--- config.mk ---
export PLATFORM = sky130hd
export DESIGN_NAME = ptw_walker
export DESIGN_NICKNAME = d
export VERILOG_FILES = /design/src/rtl/ptw_pkg.sv /design/src/rtl/ptw_index_sel.sv /design/src/rtl/ptw_entry_decode.sv /design/src/rtl/ptw_perm_check.sv /design/src/rtl/ptw_walker.sv
export SDC_FILE = /design/constraint.sdc
export NUM_CORES = 1
export LEC_CHECK = 0
export ABC_AREA = 1
export CELL_PAD_IN_SITES_DETAIL_PLACEMENT = 1
export CELL_PAD_IN_SITES_GLOBAL_PLACEMENT = 2
export CORE_MARGIN = 1
export CORE_UTILIZATION = 30
export CTS_CLUSTER_SIZE = 40
export DETAILED_ROUTE_END_ITERATION = 8
export PLACE_DENSITY_LB_ADDON = 0.1
export SYNTH_ARGS = -nofsm -noshare
export SYNTH_HDL_FRONTEND = slang
export SYNTH_HIERARCHICAL = 1
export SYNTH_SLANG_ARGS = --single-unit
--- constraint.sdc ---
create_clock -name clk -period 4.17 [get_ports clk]
set_input_delay 0.834 -clock clk [delete_from_list [all_inputs] [get_ports clk]]
set_output_delay 0.834 -clock clk [all_outputs]
set_load 0.05 [all_outputs]
--- src/rtl/ptw_pkg.sv ---
package ptw_pkg;
    localparam int ENTRY_W = 64;
    localparam int BIT_P   = 0;
    localparam int BIT_RW  = 1;
    localparam int BIT_US  = 2;
    localparam int BIT_A   = 5;
    localparam int BIT_D   = 6;
    localparam int BIT_PS  = 7;

    typedef enum logic [1:0] {
        FK_NONE = 2'd0,
        FK_GP   = 2'd1,
        FK_PF   = 2'd2
    } fault_kind_t;

    typedef enum logic [1:0] {
        FC_NONE   = 2'd0,
        FC_ABSENT = 2'd1,
        FC_RSVD   = 2'd2,
        FC_PERM   = 2'd3
    } fault_cause_t;

    typedef enum logic [1:0] {
        SZ_4K = 2'd0,
        SZ_2M = 2'd1,
        SZ_1G = 2'd2
    } leaf_size_t;

    typedef enum logic [2:0] {
        S_IDLE    = 3'd0,
        S_RD_REQ  = 3'd1,
        S_RD_WAIT = 3'd2,
        S_EVAL    = 3'd3,
        S_WR_REQ  = 3'd4,
        S_RESP    = 3'd5
    } walk_state_t;
endpackage

--- src/rtl/ptw_index_sel.sv ---
module ptw_index_sel #(
    parameter int VA_W   = 64,
    parameter int PA_W   = 52,
    parameter int LEVELS = 4,
    parameter int IDX_W  = 9,
    parameter int OFF_W  = 12,
    localparam int LVL_W = $clog2(LEVELS),
    localparam int TOP   = OFF_W + LEVELS * IDX_W
) (
    input  logic [VA_W-1:0]  vaddr,
    input  logic [LVL_W-1:0] lvl,
    input  logic [PA_W-1:0]  table_base,
    output logic [PA_W-1:0]  entry_addr,
    output logic             canonical
);
    logic [IDX_W-1:0] idx_arr [LEVELS];
    logic [IDX_W-1:0] idx;
    logic [VA_W-TOP:0] upper;

    for (genvar g = 0; g < LEVELS; g++) begin : g_idx
        assign idx_arr[g] = vaddr[TOP-1-g*IDX_W -: IDX_W];
    end

    assign upper     = vaddr[VA_W-1:TOP-1];
    assign canonical = (&upper) | ~(|upper);
    assign idx       = idx_arr[lvl];

    always_comb begin
        entry_addr = table_base + {{(PA_W-IDX_W-3){1'b0}}, idx, 3'b000};
    end
endmodule

--- src/rtl/ptw_entry_decode.sv ---
module ptw_entry_decode
    import ptw_pkg::*;
#(
    parameter int PA_W   = 52,
    parameter int LEVELS = 4,
    parameter int OFF_W  = 12,
    localparam int LVL_W = $clog2(LEVELS)
) (
    input  logic [ENTRY_W-1:0] entry,
    input  logic [LVL_W-1:0]   lvl,
    output logic               present,
    output logic               rsvd_err,
    output logic               is_leaf,
    output leaf_size_t         leaf_size,
    output logic [PA_W-1:0]    next_base
);
    localparam logic [LVL_W-1:0] LVL_LAST = LVL_W'(LEVELS - 1);
    localparam logic [LVL_W-1:0] LVL_2M   = LVL_W'(LEVELS - 2);
    localparam logic [LVL_W-1:0] LVL_1G   = LVL_W'(LEVELS - 3);
    localparam logic [LVL_W-1:0] LVL_TOP  = '0;

    logic ps;

    assign ps        = entry[BIT_PS];
    assign present   = entry[BIT_P];
    assign next_base = {entry[PA_W-1:OFF_W], {OFF_W{1'b0}}};

    always_comb begin
        is_leaf   = 1'b0;
        leaf_size = SZ_4K;
        if (lvl == LVL_LAST) begin
            is_leaf = 1'b1;
        end else if (ps && lvl == LVL_2M) begin
            is_leaf   = 1'b1;
            leaf_size = SZ_2M;
        end else if (ps && lvl == LVL_1G) begin
            is_leaf   = 1'b1;
            leaf_size = SZ_1G;
        end
    end

    always_comb begin
        rsvd_err = |entry[ENTRY_W-2:PA_W];
        if (lvl == LVL_TOP && ps) rsvd_err = 1'b1;
        if (is_leaf && leaf_size == SZ_1G && (|entry[29:13])) rsvd_err = 1'b1;
        if (is_leaf && leaf_size == SZ_2M && (|entry[20:13])) rsvd_err = 1'b1;
    end
endmodule

--- src/rtl/ptw_perm_check.sv ---
module ptw_perm_check (
    input  logic rw_all,
    input  logic us_all,
    input  logic is_write,
    input  logic is_user,
    output logic allowed
);
    logic write_block;
    logic user_block;

    assign write_block = is_write & ~rw_all;
    assign user_block  = is_user & ~us_all;
    assign allowed     = ~(write_block | user_block);
endmodule

--- src/rtl/ptw_walker.sv ---
module ptw_walker
    import ptw_pkg::*;
#(
    parameter int VA_W   = 64,
    parameter int PA_W   = 52,
    parameter int LEVELS = 4,
    parameter int IDX_W  = 9,
    parameter int OFF_W  = 12,
    localparam int LVL_W = $clog2(LEVELS)
) (
    input  logic             clk,
    input  logic             rst_n,
    input  logic             req_valid,
    output logic             req_ready,
    input  logic [VA_W-1:0]  req_vaddr,
    input  logic             req_write,
    input  logic             req_user,
    input  logic [63:0]      root_base,
    output logic             mem_req_valid,
    input  logic             mem_req_ready,
    output logic             mem_req_write,
    output logic [63:0]      mem_req_addr,
    output logic [63:0]      mem_req_wdata,
    input  logic             mem_rsp_valid,
    input  logic [63:0]      mem_rsp_data,
    output logic             rsp_valid,
    output logic [PA_W-1:0]  rsp_paddr,
    output logic [1:0]       rsp_fault,
    output logic [LVL_W-1:0] rsp_level,
    output logic [1:0]       rsp_cause
);
    walk_state_t state_q, state_d;

    logic [VA_W-1:0]    vaddr_q;
    logic               write_q;
    logic               user_q;
    logic [LVL_W-1:0]   lvl_q;
    logic [PA_W-1:0]    base_q;
    logic [63:0]        entry_q;
    logic               rw_acc_q;
    logic               us_acc_q;
    logic               leaf_q;
    logic [PA_W-1:0]    wr_addr_q;
    logic [63:0]        wdata_q;
    fault_kind_t        fault_q;
    fault_cause_t       cause_q;
    logic [LVL_W-1:0]   flvl_q;
    logic [PA_W-1:0]    paddr_q;

    logic [PA_W-1:0]    entry_addr;
    logic               req_canon;
    logic               dummy_canon;
    logic [PA_W-1:0]    root_pa;
    logic               ent_present;
    logic               ent_rsvd;
    logic               ent_leaf;
    leaf_size_t         ent_size;
    logic [PA_W-1:0]    ent_next;
    logic               rw_all;
    logic               us_all;
    logic               perm_ok;
    logic               need_a;
    logic               need_d;
    logic [63:0]        upd_value;
    logic [PA_W-1:0]    leaf_pa;
    logic               accept;

    assign root_pa = {root_base[PA_W-1:OFF_W], {OFF_W{1'b0}}};
    assign accept  = req_valid && (state_q == S_IDLE);

    ptw_index_sel #(
        .VA_W(VA_W), .PA_W(PA_W), .LEVELS(LEVELS), .IDX_W(IDX_W), .OFF_W(OFF_W)
    ) u_idx_walk (
        .vaddr      (vaddr_q),
        .lvl        (lvl_q),
        .table_base (base_q),
        .entry_addr (entry_addr),
        .canonical  (dummy_canon)
    );

    ptw_index_sel #(
        .VA_W(VA_W), .PA_W(PA_W), .LEVELS(LEVELS), .IDX_W(IDX_W), .OFF_W(OFF_W)
    ) u_idx_req (
        .vaddr      (req_vaddr),
        .lvl        ('0),
        .table_base (root_pa),
        .entry_addr (),
        .canonical  (req_canon)
    );

    ptw_entry_decode #(
        .PA_W(PA_W), .LEVELS(LEVELS), .OFF_W(OFF_W)
    ) u_dec (
        .entry     (entry_q),
        .lvl       (lvl_q),
        .present   (ent_present),
        .rsvd_err  (ent_rsvd),
        .is_leaf   (ent_leaf),
        .leaf_size (ent_size),
        .next_base (ent_next)
    );

    assign rw_all = rw_acc_q & entry_q[BIT_RW];
    assign us_all = us_acc_q & entry_q[BIT_US];

    ptw_perm_check u_perm (
        .rw_all   (rw_all),
        .us_all   (us_all),
        .is_write (write_q),
        .is_user  (user_q),
        .allowed  (perm_ok)
    );

    assign need_a = ~entry_q[BIT_A];
    assign need_d = ent_leaf & write_q & ~entry_q[BIT_D];

    always_comb begin
        upd_value = entry_q;
        upd_value[BIT_A] = 1'b1;
        if (ent_leaf && write_q) upd_value[BIT_D] = 1'b1;
    end

    always_comb begin
        unique case (ent_size)
            SZ_1G:   leaf_pa = {entry_q[PA_W-1:30], vaddr_q[29:0]};
            SZ_2M:   leaf_pa = {entry_q[PA_W-1:21], vaddr_q[20:0]};
            default: leaf_pa = {entry_q[PA_W-1:OFF_W], vaddr_q[OFF_W-1:0]};
        endcase
    end

    // State register
    always_ff @(posedge clk or negedge rst_n) begin
        if (!rst_n) state_q <= S_IDLE;
        else        state_q <= state_d;
    end

    // Next-state logic
    always_comb begin
        state_d = state_q;
        unique case (state_q)
            S_IDLE: begin
                if (req_valid) state_d = req_canon ? S_RD_REQ : S_RESP;
            end
            S_RD_REQ: begin
                if (mem_req_ready) state_d = S_RD_WAIT;
            end
            S_RD_WAIT: begin
                if (mem_rsp_valid) state_d = S_EVAL;
            end
            S_EVAL: begin
                if (!ent_present || ent_rsvd) begin
                    state_d = S_RESP;
                end else if (ent_leaf) begin
                    if (!perm_ok)               state_d = S_RESP;
                    else if (need_a || need_d)  state_d = S_WR_REQ;
                    else                        state_d = S_RESP;
                end else begin
                    state_d = need_a ? S_WR_REQ : S_RD_REQ;
                end
            end
            S_WR_REQ: begin
                if (mem_req_ready) state_d = leaf_q ? S_RESP : S_RD_REQ;
            end
            S_RESP:  state_d = S_IDLE;
            default: state_d = S_IDLE;
        endcase
    end

    // Walk datapath
    always_ff @(posedge clk or negedge rst_n) begin
        if (!rst_n) begin
            vaddr_q   <= '0;
            write_q   <= 1'b0;
            user_q    <= 1'b0;
            lvl_q     <= '0;
            base_q    <= '0;
            entry_q   <= '0;
            rw_acc_q  <= 1'b1;
            us_acc_q  <= 1'b1;
            leaf_q    <= 1'b0;
            wr_addr_q <= '0;
            wdata_q   <= '0;
            fault_q   <= FK_NONE;
            cause_q   <= FC_NONE;
            flvl_q    <= '0;
            paddr_q   <= '0;
        end else begin
            unique case (state_q)
                S_IDLE: begin
                    if (accept) begin
                        vaddr_q  <= req_vaddr;
                        write_q  <= req_write;
                        user_q   <= req_user;
                        lvl_q    <= '0;
                        base_q   <= root_pa;
                        rw_acc_q <= 1'b1;
                        us_acc_q <= 1'b1;
                        leaf_q   <= 1'b0;
                        flvl_q   <= '0;
                        paddr_q  <= '0;
                        cause_q  <= FC_NONE;
                        fault_q  <= req_canon ? FK_NONE : FK_GP;
                    end
                end
                S_RD_WAIT: begin
                    if (mem_rsp_valid) entry_q <= mem_rsp_data;
                end
                S_EVAL: begin
                    wr_addr_q <= entry_addr;
                    wdata_q   <= upd_value;
                    leaf_q    <= ent_leaf;
                    rw_acc_q  <= rw_all;
                    us_acc_q  <= us_all;
                    flvl_q    <= lvl_q;
                    if (!ent_present) begin
                        fault_q <= FK_PF;
                        cause_q <= FC_ABSENT;
                    end else if (ent_rsvd) begin
                        fault_q <= FK_PF;
                        cause_q <= FC_RSVD;
                    end else if (ent_leaf) begin
                        if (!perm_ok) begin
                            fault_q <= FK_PF;
                            cause_q <= FC_PERM;
                        end else begin
                            paddr_q <= leaf_pa;
                        end
                    end else begin
                        lvl_q  <= lvl_q + 1'b1;
                        base_q <= ent_next;
                    end
                end
                default: ;
            endcase
        end
    end

    // Outputs
    always_comb begin
        req_ready     = (state_q == S_IDLE);
        mem_req_valid = (state_q == S_RD_REQ) || (state_q == S_WR_REQ);
        mem_req_write = (state_q == S_WR_REQ);
        mem_req_addr  = '0;
        mem_req_wdata = '0;
        if (state_q == S_WR_REQ) begin
            mem_req_addr  = 64'(wr_addr_q);
            mem_req_wdata = wdata_q;
        end else if (state_q == S_RD_REQ) begin
            mem_req_addr  = 64'(entry_addr);
        end
        rsp_valid = (state_q == S_RESP);
        rsp_paddr = paddr_q;
        rsp_fault = fault_q;
        rsp_cause = cause_q;
        rsp_level = flvl_q;
    end
endmodule

==> out/qor.yml <==
cts-root-buf: "clkbuf_16"
clock_skew_ps: 17.6
vdd_drop_max_v: 0.000325
antenna_found_initial: 5
pre_cts_ws_ps: 179
leakagePower_uw: 0.0124
dieHeight_um: 250
worst_pin_slew_ps: 1030
cts_buffers: 42
slew_headroom_pct: 31.4
pin_count: 389
grt_pass1_wl_um: 106000
viasPerCell: 4.72
syn_inst: 2485
placementRows: 90
pwr_density_cell_mw_per_mm2: 716
max_freq_ghz: 0.244
crit_path_max_fanout: 7
core_sq_mm: 0.0605
cpPeakStageDelay_ps: 480
clkTransAtPathRegs_ps: 50
crit_chain: "inv_4 -> buf_6 -> o21ai_4 -> o22ai_4 -> ha_2 -> fa_2 -> nand2_4 -> nand2_4 -> nand3_2 -> nand2_4 -> nand2_4 -> nand2_8 -> nand2_2 -> nand2_1 -> nand2_1 -> inv_1 -> o21ai_2 -> buf_12"
drv_slew: 0
start_kind: "flop"
port_buffers: 352
wl_um: 68200
routedWlPerCell_um: 19.1
cts_tree: "built"
drt_iter0_markers: 723
vias: 16900
cp_data_required_time_ps: 3340
place_hpwl_um: 51300
insertion_delay_ps: 580
seq_area_sq_mm: 0.00871
max-clock-path-buffers: 3
ys_warn_count: 6
critical_path_arrival_ps: 3260
setup_violations: 0
status: "complete, no violations"
start_util_pct: 30.5
multi_input_area_sq_mm: 0.00833
min_period_ps: 4090
final_nets: 2974
grtUsageTotal_pct: 22.0
die_w_um: 250
gp_congestion: 0.855
syn_area_per_cell_sq_um: 7.41
rsz0062_at_grt: "yes"
cpMostUsedCell: "nand2_4"
holdBufCountCts: 0
syn_to_final_growth_pct: 39.0
first_pass_iters: 4
hold_class: "primary input to asynchronous set/reset pin"
drv_cap: 0
ant_nets: 0
hold_ws_ps: 195
grt-ovfl-total: 0
fillCellCount: 7100
grt_max_degree: 105
finalCritPeriodShare_pct: 98.2
hold_viol_final: 0
clock_sinks: 348
cp-end-kind: "primary output"
crit_type: "flop to primary output"
cp_slowest_cell: "dfrtp_2"
synth_area_sq_mm: 0.0184
first_global_vias: 18100
htreeDepth: 2
layout-drive-gt1-share_pct: 15.5
fin_ws_ps: 76.4
drc: 0
die_area_sq_mm: 0.0624
==> timing repair <==
action,4_1_cts,5_1_grt
endpoints found under the setup margin,46,46
setup buffers,7,5
pin swaps,17,50
resized for setup,114,114
gates cloned,1,2
==> report_power, final <==
| group | switching [uW] | internal [uW] | total, uW | leakage (uW) |
|---|---|---|---|---|
| Clock | 1510 | 2170 | 3680 | 0.000673 |
| Combinational | 5390 | 3330 | 8720 | 0.00736 |
| Sequential | 1260 | 4680 | 5940 | 0.00433 |
| Total | 8160 | 10200 | 18300 | 0.0124 |
==> layout make-up <==
cell class | instances | share of cell area (%)
tap | 782 | 3.82
clock buffer | 58 | 4.61
sequential | 348 | 34.0
multi-input combinational | 1679 | 32.5
antenna | 3 | 0.0293
clock inverter | 14 | 0.669
timing repair buffer | 397 | 19.9
inverter | 295 | 4.35
==> critical path, delay by kind of cell (launching register included) <==
family	cells	cell delay [ps]
adder cells (fa/ha/maj)	2	590
buffers and inverters	4	450
AO/OA/AOI/OAI	3	390
AND/OR/NAND/NOR	9	750
flip-flops	1	480
==> sequential cells by signal, summed over array words and instances (netlist names) <==
register   count
entry_q       64
wdata_q       64
base_q        52
rsp_paddr     52
wr_addr_q     52
vaddr_q       48
state_q        3
lvl_q          2
rsp_cause      2
rsp_fault      2
rsp_level      2
leaf_q         1
rw_acc_q       1
us_acc_q       1
user_q         1
write_q        1
==> routing by layer <==
layer | vias up | wire [um] | part of all wire [%] | track usage [%]
met5 | - | 31 | 0.045 | 0
met4 | 6 | 1720 | 2.5 | 6.44
met3 | 95 | 3350 | 4.9 | 4.85
met2 | 265 | 31700 | 47 | 35.5
met1 | 8288 | 31300 | 46 | 29.3
li1 | 8234 | - | - | -
==> metrics by stage <==
| step | instance area [sq um] | utilization [%] | setup TNS [ps] | total power (uW) | cells |
|---|---|---|---|---|---|
| final | 25600 | 42.3 | 0 | 18300 | 3576 |
| after global routing | 25600 | 42.3 | -511 | 19600 | 3575 |
| after CTS | 25100 | 41.5 | -212 | 18200 | 3566 |
| after detailed placement | 23300 | 38.6 | 0 | 14000 | 3486 |
| after global placement | 23300 | 38.6 | 0 | 13800 | 3486 |
| after floorplan | 18500 | - | 0 | 10500 | 2507 |
==> final timing paths <==
path | start | to | slack (ps) | cells after the start
setup / recovery | lvl_q[0]$_DFFE_PN0P_ | mem_req_addr[47] | 80 | 18
hold / removal | rst_n | wr_addr_q[4]$_DFFE_PN0P_ | 200 | 1
setup reg to reg | lvl_q[0]$_DFFE_PN0P_ | rsp_paddr[10]$_DFFE_PN0P_ | 1120 | 13
hold reg to reg | wdata_q[5]$_DFFE_PN0P_ | wdata_q[5]$_DFFE_PN0P_ | 470 | 2
max in group asynchronous | rst_n | lvl_q[1]$_DFFE_PN0P_ | 2950 | 2
min in group clk | wdata_q[5]$_DFFE_PN0P_ | wdata_q[5]$_DFFE_PN0P_ | 470 | 2
==> placed cells by master, fill, tap and decap left out, drive strengths merged, types with 2 or more instances in the layout <==
master,n
o21ai,270
clkinv,11
nand4,11
nand2,794
dfrtp,346
nand3b,21
and2,2
o22ai,9
a21oi,69
inv,295
buf,162
clkbuf,59
dfstp,2
diode,3
xor2,17
conb,24
nor2,246
clkdlybuf4s50,234
nor3,7
a22oi,9
ha,11
nand3,179
bufinv,3
mux2,4
Note: power is estimated with default switching activity, not from simulation.
